==> config.mk <==
export PLATFORM = sky130hd
export DESIGN_NAME = lnk_integrity_mon
export DESIGN_NICKNAME = d
export VERILOG_FILES = /design/src/rtl/lim_pkg.sv /design/src/rtl/lim_idle_timer.sv /design/src/rtl/lim_pulse_counter.sv /design/src/rtl/lim_link_fsm.sv /design/src/rtl/lnk_integrity_mon.sv
export SDC_FILE = /design/constraint.sdc
export NUM_CORES = 1
export LEC_CHECK = 0
export BUFFER_PORTS_ARGS = -buffer_cell sky130_fd_sc_hd__clkbuf_2
export CAP_MARGIN = 10
export CORE_AREA = 2 2 39 41
export CTS_CLUSTER_SIZE = 40
export DETAILED_ROUTE_END_ITERATION = 6
export DIE_AREA = 0 0 41 43
export PLACE_DENSITY = 0.64
export SYNTH_ARGS = -nofsm -noshare
export SYNTH_HDL_FRONTEND = slang
export SYNTH_SLANG_ARGS = --single-unit
==> constraint.sdc <==
create_clock -name clk -period 1.9 [get_ports clk]
set_input_delay 0.19 -clock clk [delete_from_list [all_inputs] [get_ports clk]]
set_output_delay 0.19 -clock clk [all_outputs]
set_load 0.02 [all_outputs]
==> src/rtl/lim_pkg.sv <==
package lim_pkg;
   typedef enum logic {
      LNK_DOWN = 1'b0,
      LNK_UP   = 1'b1
   } lnk_state_e;

   function automatic int unsigned cnt_width(input int unsigned maxval);
      return (maxval < 2) ? 1 : $clog2(maxval + 1);
   endfunction
endpackage

==> src/rtl/lim_idle_timer.sv <==
module lim_idle_timer #(
   parameter int unsigned TIMEOUT_MS = 64
) (
   input  logic clk,
   input  logic rst_n,
   input  logic ms_tick,
   input  logic activity,
   output logic expire
);
   localparam int unsigned TW = lim_pkg::cnt_width(TIMEOUT_MS);
   localparam logic [TW-1:0] LAST = TW'(TIMEOUT_MS - 1);
   localparam logic [TW-1:0] FULL = TW'(TIMEOUT_MS);

   logic [TW-1:0] idle_q;

   always_ff @(posedge clk or negedge rst_n) begin
      if (!rst_n)                         idle_q <= '0;
      else if (activity)                  idle_q <= '0;
      else if (ms_tick && idle_q != FULL) idle_q <= idle_q + 1'b1;
   end

   assign expire = ms_tick && !activity && (idle_q == LAST);
endmodule

==> src/rtl/lim_pulse_counter.sv <==
module lim_pulse_counter #(
   parameter int unsigned PULSES_UP = 4
) (
   input  logic clk,
   input  logic rst_n,
   input  logic pulse,
   input  logic clear,
   input  logic armed,
   output logic enough
);
   localparam int unsigned PW = lim_pkg::cnt_width(PULSES_UP);

   generate
      if (PULSES_UP == 1) begin : g_single
         assign enough = armed && pulse;
      end else begin : g_count
         localparam logic [PW-1:0] LAST = PW'(PULSES_UP - 1);
         logic [PW-1:0] cnt_q;
         always_ff @(posedge clk or negedge rst_n) begin
            if (!rst_n)              cnt_q <= '0;
            else if (clear)          cnt_q <= '0;
            else if (armed && pulse) cnt_q <= cnt_q + 1'b1;
         end
         assign enough = armed && pulse && (cnt_q == LAST);
      end
   endgenerate
endmodule

==> src/rtl/lim_link_fsm.sv <==
module lim_link_fsm (
   input  logic clk,
   input  logic rst_n,
   input  logic data_in,
   input  logic pulses_done,
   input  logic expire,
   output logic going_up,
   output logic up
);
   import lim_pkg::*;
   lnk_state_e st_q, st_d;

   always_comb begin
      st_d = st_q;
      unique case (st_q)
         LNK_DOWN: if (data_in || pulses_done) st_d = LNK_UP;
         LNK_UP:   if (expire)                 st_d = LNK_DOWN;
         default:                              st_d = LNK_DOWN;
      endcase
   end

   always_ff @(posedge clk or negedge rst_n) begin
      if (!rst_n) st_q <= LNK_DOWN;
      else        st_q <= st_d;
   end

   assign going_up = (st_q == LNK_DOWN) && (st_d == LNK_UP);
   assign up       = (st_q == LNK_UP);
endmodule

==> src/rtl/lnk_integrity_mon.sv <==
module lnk_integrity_mon #(
   parameter int unsigned TIMEOUT_MS = 64,
   parameter int unsigned PULSES_UP  = 4
) (
   input  logic clk,
   input  logic rst_n,
   input  logic ms_tick,
   input  logic pulse_seen,
   input  logic data_seen,
   output logic link_ok,
   output logic tx_ena,
   output logic lpbk_ena,
   output logic coll_ena,
   output logic sqe_ena
);
   initial begin
      if (TIMEOUT_MS < 2) $error("TIMEOUT_MS must be at least 2");
      if (PULSES_UP < 1)  $error("PULSES_UP must be at least 1");
   end

   logic activity, expire, enough, going_up, up;

   assign activity = pulse_seen || data_seen;

   lim_idle_timer #(.TIMEOUT_MS(TIMEOUT_MS)) u_timer (
      .clk(clk), .rst_n(rst_n), .ms_tick(ms_tick),
      .activity(activity), .expire(expire)
   );

   lim_pulse_counter #(.PULSES_UP(PULSES_UP)) u_pcnt (
      .clk(clk), .rst_n(rst_n), .pulse(pulse_seen),
      .clear(going_up || up), .armed(!up), .enough(enough)
   );

   lim_link_fsm u_fsm (
      .clk(clk), .rst_n(rst_n), .data_in(data_seen),
      .pulses_done(enough), .expire(expire),
      .going_up(going_up), .up(up)
   );

   assign link_ok  = up;
   assign tx_ena   = up;
   assign lpbk_ena = up;
   assign coll_ena = up;
   assign sqe_ena  = up;
endmodule

# == After elaboration in Yosys (flattened, before gate mapping) ==
# Cells that the tools add are included.
# op_classes
n_reduce_logical,13
muxes,7
addsub,2
bitwise_logic,1
eq_ne,3
# op_table
cell,n
7-bit two-way mux,2
7-bit by 1-bit adder with 7-bit output (second input constant),1
7-bit by 6-bit equality test with 1-bit output (second input constant),1
7-bit != test (second input constant),1
1-bit logical AND,6
3-bit two-way mux,2
2-bit nonzero test,2
3-bit by 1-bit adder with 3-bit output (second input constant),1
3-bit by 2-bit equality test with 1-bit output (second input constant),1
1-bit logical OR,3
1-bit logical NOT,2
1-bit two-way mux,2
1-bit case mux with 2 select lines,1
1-bit inverter,1
# totals
ff_bits,11
in_bits,5
word_cells,29

# == Logic depth before layout (Yosys ltp) ==
# logic_depth
ltp_word,9
depth_mapped,5
ltp_nobuf,5

# == By module ==
# Synthesis repeated with hierarchy kept, for this count alone.
# hier_totals
cells_unflattened,74
area_unflattened_um2,710.7
# by_module_without_submodules
mod,area_each_um2,cells_each,n_inst
lim_idle_timer,439.2,46,1
lim_pulse_counter,177.7,16,1
lim_link_fsm,47.5,5,1
lnk_integrity_mon,46.3,7,1

# == Least setup slack after synthesis ==
# OpenSTA, ideal clock, no wires.
# synth_timing
path_kind,reg-to-reg
startpoint,register u_timer.idle_q[0]
endpoint,register u_fsm.st_q (netlist: u_fsm.up)
required_time_ns,1.776
setup_ns,0.124
arrival_time_ns,1.336
stages_incl_launch_ff,5
n_path_buf,0
slack_ns,0.440
cell_sequence,dfrtp_1 > ha_1 > nand4_2 > or3_1 > a211o_1
# synth_between
elab_chain_cells,4
# synth_lines
element,line,rtl
"start, declared",lim_idle_timer.sv:14,logic [TW-1:0] idle_q;
"start signal, assigned",lim_idle_timer.sv:19,else if (ms_tick && idle_q != FULL) idle_q <= idle_q + 1'b1;
7-bit by 6-bit equality test with 1-bit output,lim_idle_timer.sv:22,assign expire = ms_tick && !activity && (idle_q == LAST);
1-bit logical AND,lim_idle_timer.sv:22,
1-bit two-way mux,lim_link_fsm.sv:17,LNK_UP: if (expire) st_d = LNK_DOWN;
1-bit case mux with 2 select lines,lim_link_fsm.sv:15,unique case (st_q)
named net u_fsm.st_d,lim_link_fsm.sv:11,"lnk_state_e st_q, st_d;"
"end signal, assigned",lim_link_fsm.sv:24,else st_q <= st_d;
"end, declared",lim_link_fsm.sv:11,
# The timed path passes the listed nets, and every way through them passes these cells.
# A chain may end at the register's enable or synchronous reset.

# == Worst setup path after layout ==
# Ends and elaborated chain as after synthesis.

==> flow_summary.json <==
{
  "r2r_start": "u_timer.idle_q[0]",
  "grt_overflow": 0,
  "die_y_um": 43,
  "fmax_ghz": 0.648,
  "yosys.area.top_type": "dfrtp_1",
  "vdd.ir_drop.worst_uv": 310,
  "clk_latency_ps": 270,
  "setup_viol": 0,
  "ys_seq_area_share_pct": 45.0,
  "post-route-period-util_pct": 81.2,
  "ys.flop_type": "dfrtp_1",
  "path_class": "flip-flop to flip-flop",
  "grt_max_degree": 12,
  "core_region_area_um2": 1380,
  "tightest_slew_ps": 271,
  "critical_path.max_stage_delay_ps": 390,
  "first_iter_violations": 8,
  "skew_ps": 0.862,
  "hpwl_um": 769,
  "end_kind": "flip-flop",
  "ant_nets": 0,
  "worst_path_max_delay_cell": "dfrtp_1",
  "cts_resized": 0,
  "die-area_um2": 1760,
  "fin_crit_ps": 1540,
  "synth_edf_count": 0,
  "slew_headroom_pct": 81.9,
  "drive_gt1_share_pct": 21.9,
  "start_kind": "flip-flop",
  "hold_slack_ps": 167,
  "totalWireLength_um": 986,
  "hold_viol": 0,
  "rsz0062_at_grt": "false",
  "vias": 455,
  "tns_ps": 0,
  "grt_usage_pct": 14.1,
  "cts_tree": "yes",
  "syn_nets": 72,
  "synth_cells": 63,
  "crit_chain": "ha_1 > nand4_2 > or3_1 > a211o_1",
  "wire_per_inst_um": 11.1,
  "regToRegSetupSlack_ps": 360,
  "place_congestion": 0.681,
  "pin_count": 10,
  "outcome": "finished, final reports clean",
  "drc_errors": 0,
  "ys_warn_count": 0,
  "cts-root-buf": "clkbuf_4",
  "clock-sinks": 11,
  "yosysUniqueCellTypes": 22,
  "initial_core_util_pct": 44.2,
  "fp.dieW_um": 41,
  "crit_path_start": "u_timer.idle_q[0]",
  "drv_cap": 0,
  "slew_viol_final": 0,
  "hp-start": "data_seen",
  "hold_class": "input port to flip-flop",
  "yosysMostFrequentCell": "dfrtp_1",
  "avgSynthCellArea_um2": 9.71,
  "clk_path_buf_depth": 2,
  "worstPathRequired_ps": 2060,
  "cts_setup_buffers": 0,
  "grt_pass1_wl_um": 1640,
  "via_per_inst": 5.11,
  "synth_area_um2": 612,
  "cp.arrival_ps": 1700,
  "p_per_area_nw_per_um2": 624,
  "crit_fanout": 4,
  "dr.pass1.iters": 4,
  "synth_top_area_share_pct": 45.0,
  "synthTopCellsByCount": "dfrtp_1 (11), nand2_1 (8), nor2_1 (6)",
  "antenna_found_initial": 0,
  "portBuffers": 9,
  "rows": 14,
  "ys_ff_latch": 11,
  "nNetsFinal": 83,
  "cts-htree-levels": 1,
  "synth_area_leaders": "dfrtp_1 (45%), ha_1 (8.2%), buf_4 (4.9%), nand2_1 (4.9%), nor2_1 (3.7%)",
  "cts.reportedPaths.clkPinSlew_ps": 70,
  "grt_pass1_vias": 406,
  "cts_buffers": 3,
  "area_growth_pct": 11.7,
  "p_leak_nw": 0.326,
  "n_antenna_cell": 0,
  "synth_async_sr_flop_share_pct": 100
}
[flip-flops by register name, indices dropped and copies added, names as in the netlist]
register and count:
u_timer.idle_q 7, u_fsm.up 1, u_pcnt.g_count.cnt_q 3
[stage by stage]
step	setup WS, ps	area, µm²	total power, mW	util, %	cells
after global routing	276	683	0.447	49.4	89
after detailed placement	358	647	0.269	46.7	84
final	357	683	0.426	49.4	89
after global placement	405	647	0.269	46.7	84
after floorplan	440	612	0.254	-	63
after CTS	348	683	0.430	49.4	89
[logic make-up (layout without fill, tap and decap cells)]
kind of cell               count (synthesis)  after routing  synth area share [%]
adders and majority gates                  4              4                  8.18
muxes                                      2              2                  3.27
xor gates and xnor gates                   2              2                  2.86
DFF                                       11             11                  45.0
buffers and inverters                      8             18                  7.36
and+or+nand+nor                           26             26                  22.5
AOI/OAI and AO/OA                         10             10                  10.8
[layer usage]
| metal | global-route usage, % | up-vias | routed length [µm] | part of all wire, % |
|---|---|---|---|---|
| li1 | - | 236 | - | - |
| met1 | 19.9 | 204 | 510 | 52 |
| met2 | 17.2 | 11 | 414 | 42 |
| met3 | 3.14 | 4 | 31 | 3.1 |
| met4 | 12.0 | 0 | 30 | 3.0 |
| met5 | 0 | - | 0 | 0 |
[worst paths after layout]
kind                                                 to  cells after the start
worst max-delay path                           u_fsm.up                      4
worst min-delay path            u_pcnt.g_count.cnt_q[0]                      2
worst max register to register                 u_fsm.up                      4
worst min register to register        u_timer.idle_q[1]                      2
max in group asynchronous             u_timer.idle_q[2]                      2
min in group asynchronous                      u_fsm.up                      2
[where the power goes]
part	switching (mW)	internal, mW	leakage [nW]
Sequential	0.00148	0.235	0.148
Combinational	0.0175	0.0110	0.163
Clock	0.0797	0.0812	0.0150
Total	0.0987	0.328	0.326
[area by class of cell]
type | instances | area, µm²
flip-flops and latches | 11 | 275
clock buffers | 4 | 26.3
well taps | 16 | 20.0
inverters | 4 | 15.0
multi-input cells | 44 | 292
repair buffers | 10 | 55.1
fillers | 129 | 701
[cells in the final DEF (no fill, tap or decap), types with 2 or more instances in the layout]
cell / netlist / routed
o21ai_0: 2 / 2
nand2_1: 8 / 8
nor3_1: 3 / 3
xor2_1: 2 / 2
clkbuf_2: 0 / 9
nor3b_1: 2 / 2
a21oi_1: 4 / 4
nor2_1: 6 / 6
clkbuf_4: 0 / 3
inv_1: 4 / 4
dfrtp_1: 11 / 11
mux2i_1: 2 / 2
ha_1: 4 / 4
or3_1: 2 / 2
[repair_timing]
item	CTS	global route
hold buffers	1	0
setup endpoints to repair	0	0
hold endpoints to repair	11	0
[critical path: cells and delay by family (launching register included)]
kind | cells | cell delay [ps]
simple gates | 2 | 520
flops | 1 | 390
compound gates | 1 | 300
fa+ha+maj | 1 | 220
No activity file was read; power rests on OpenSTA's default activity.
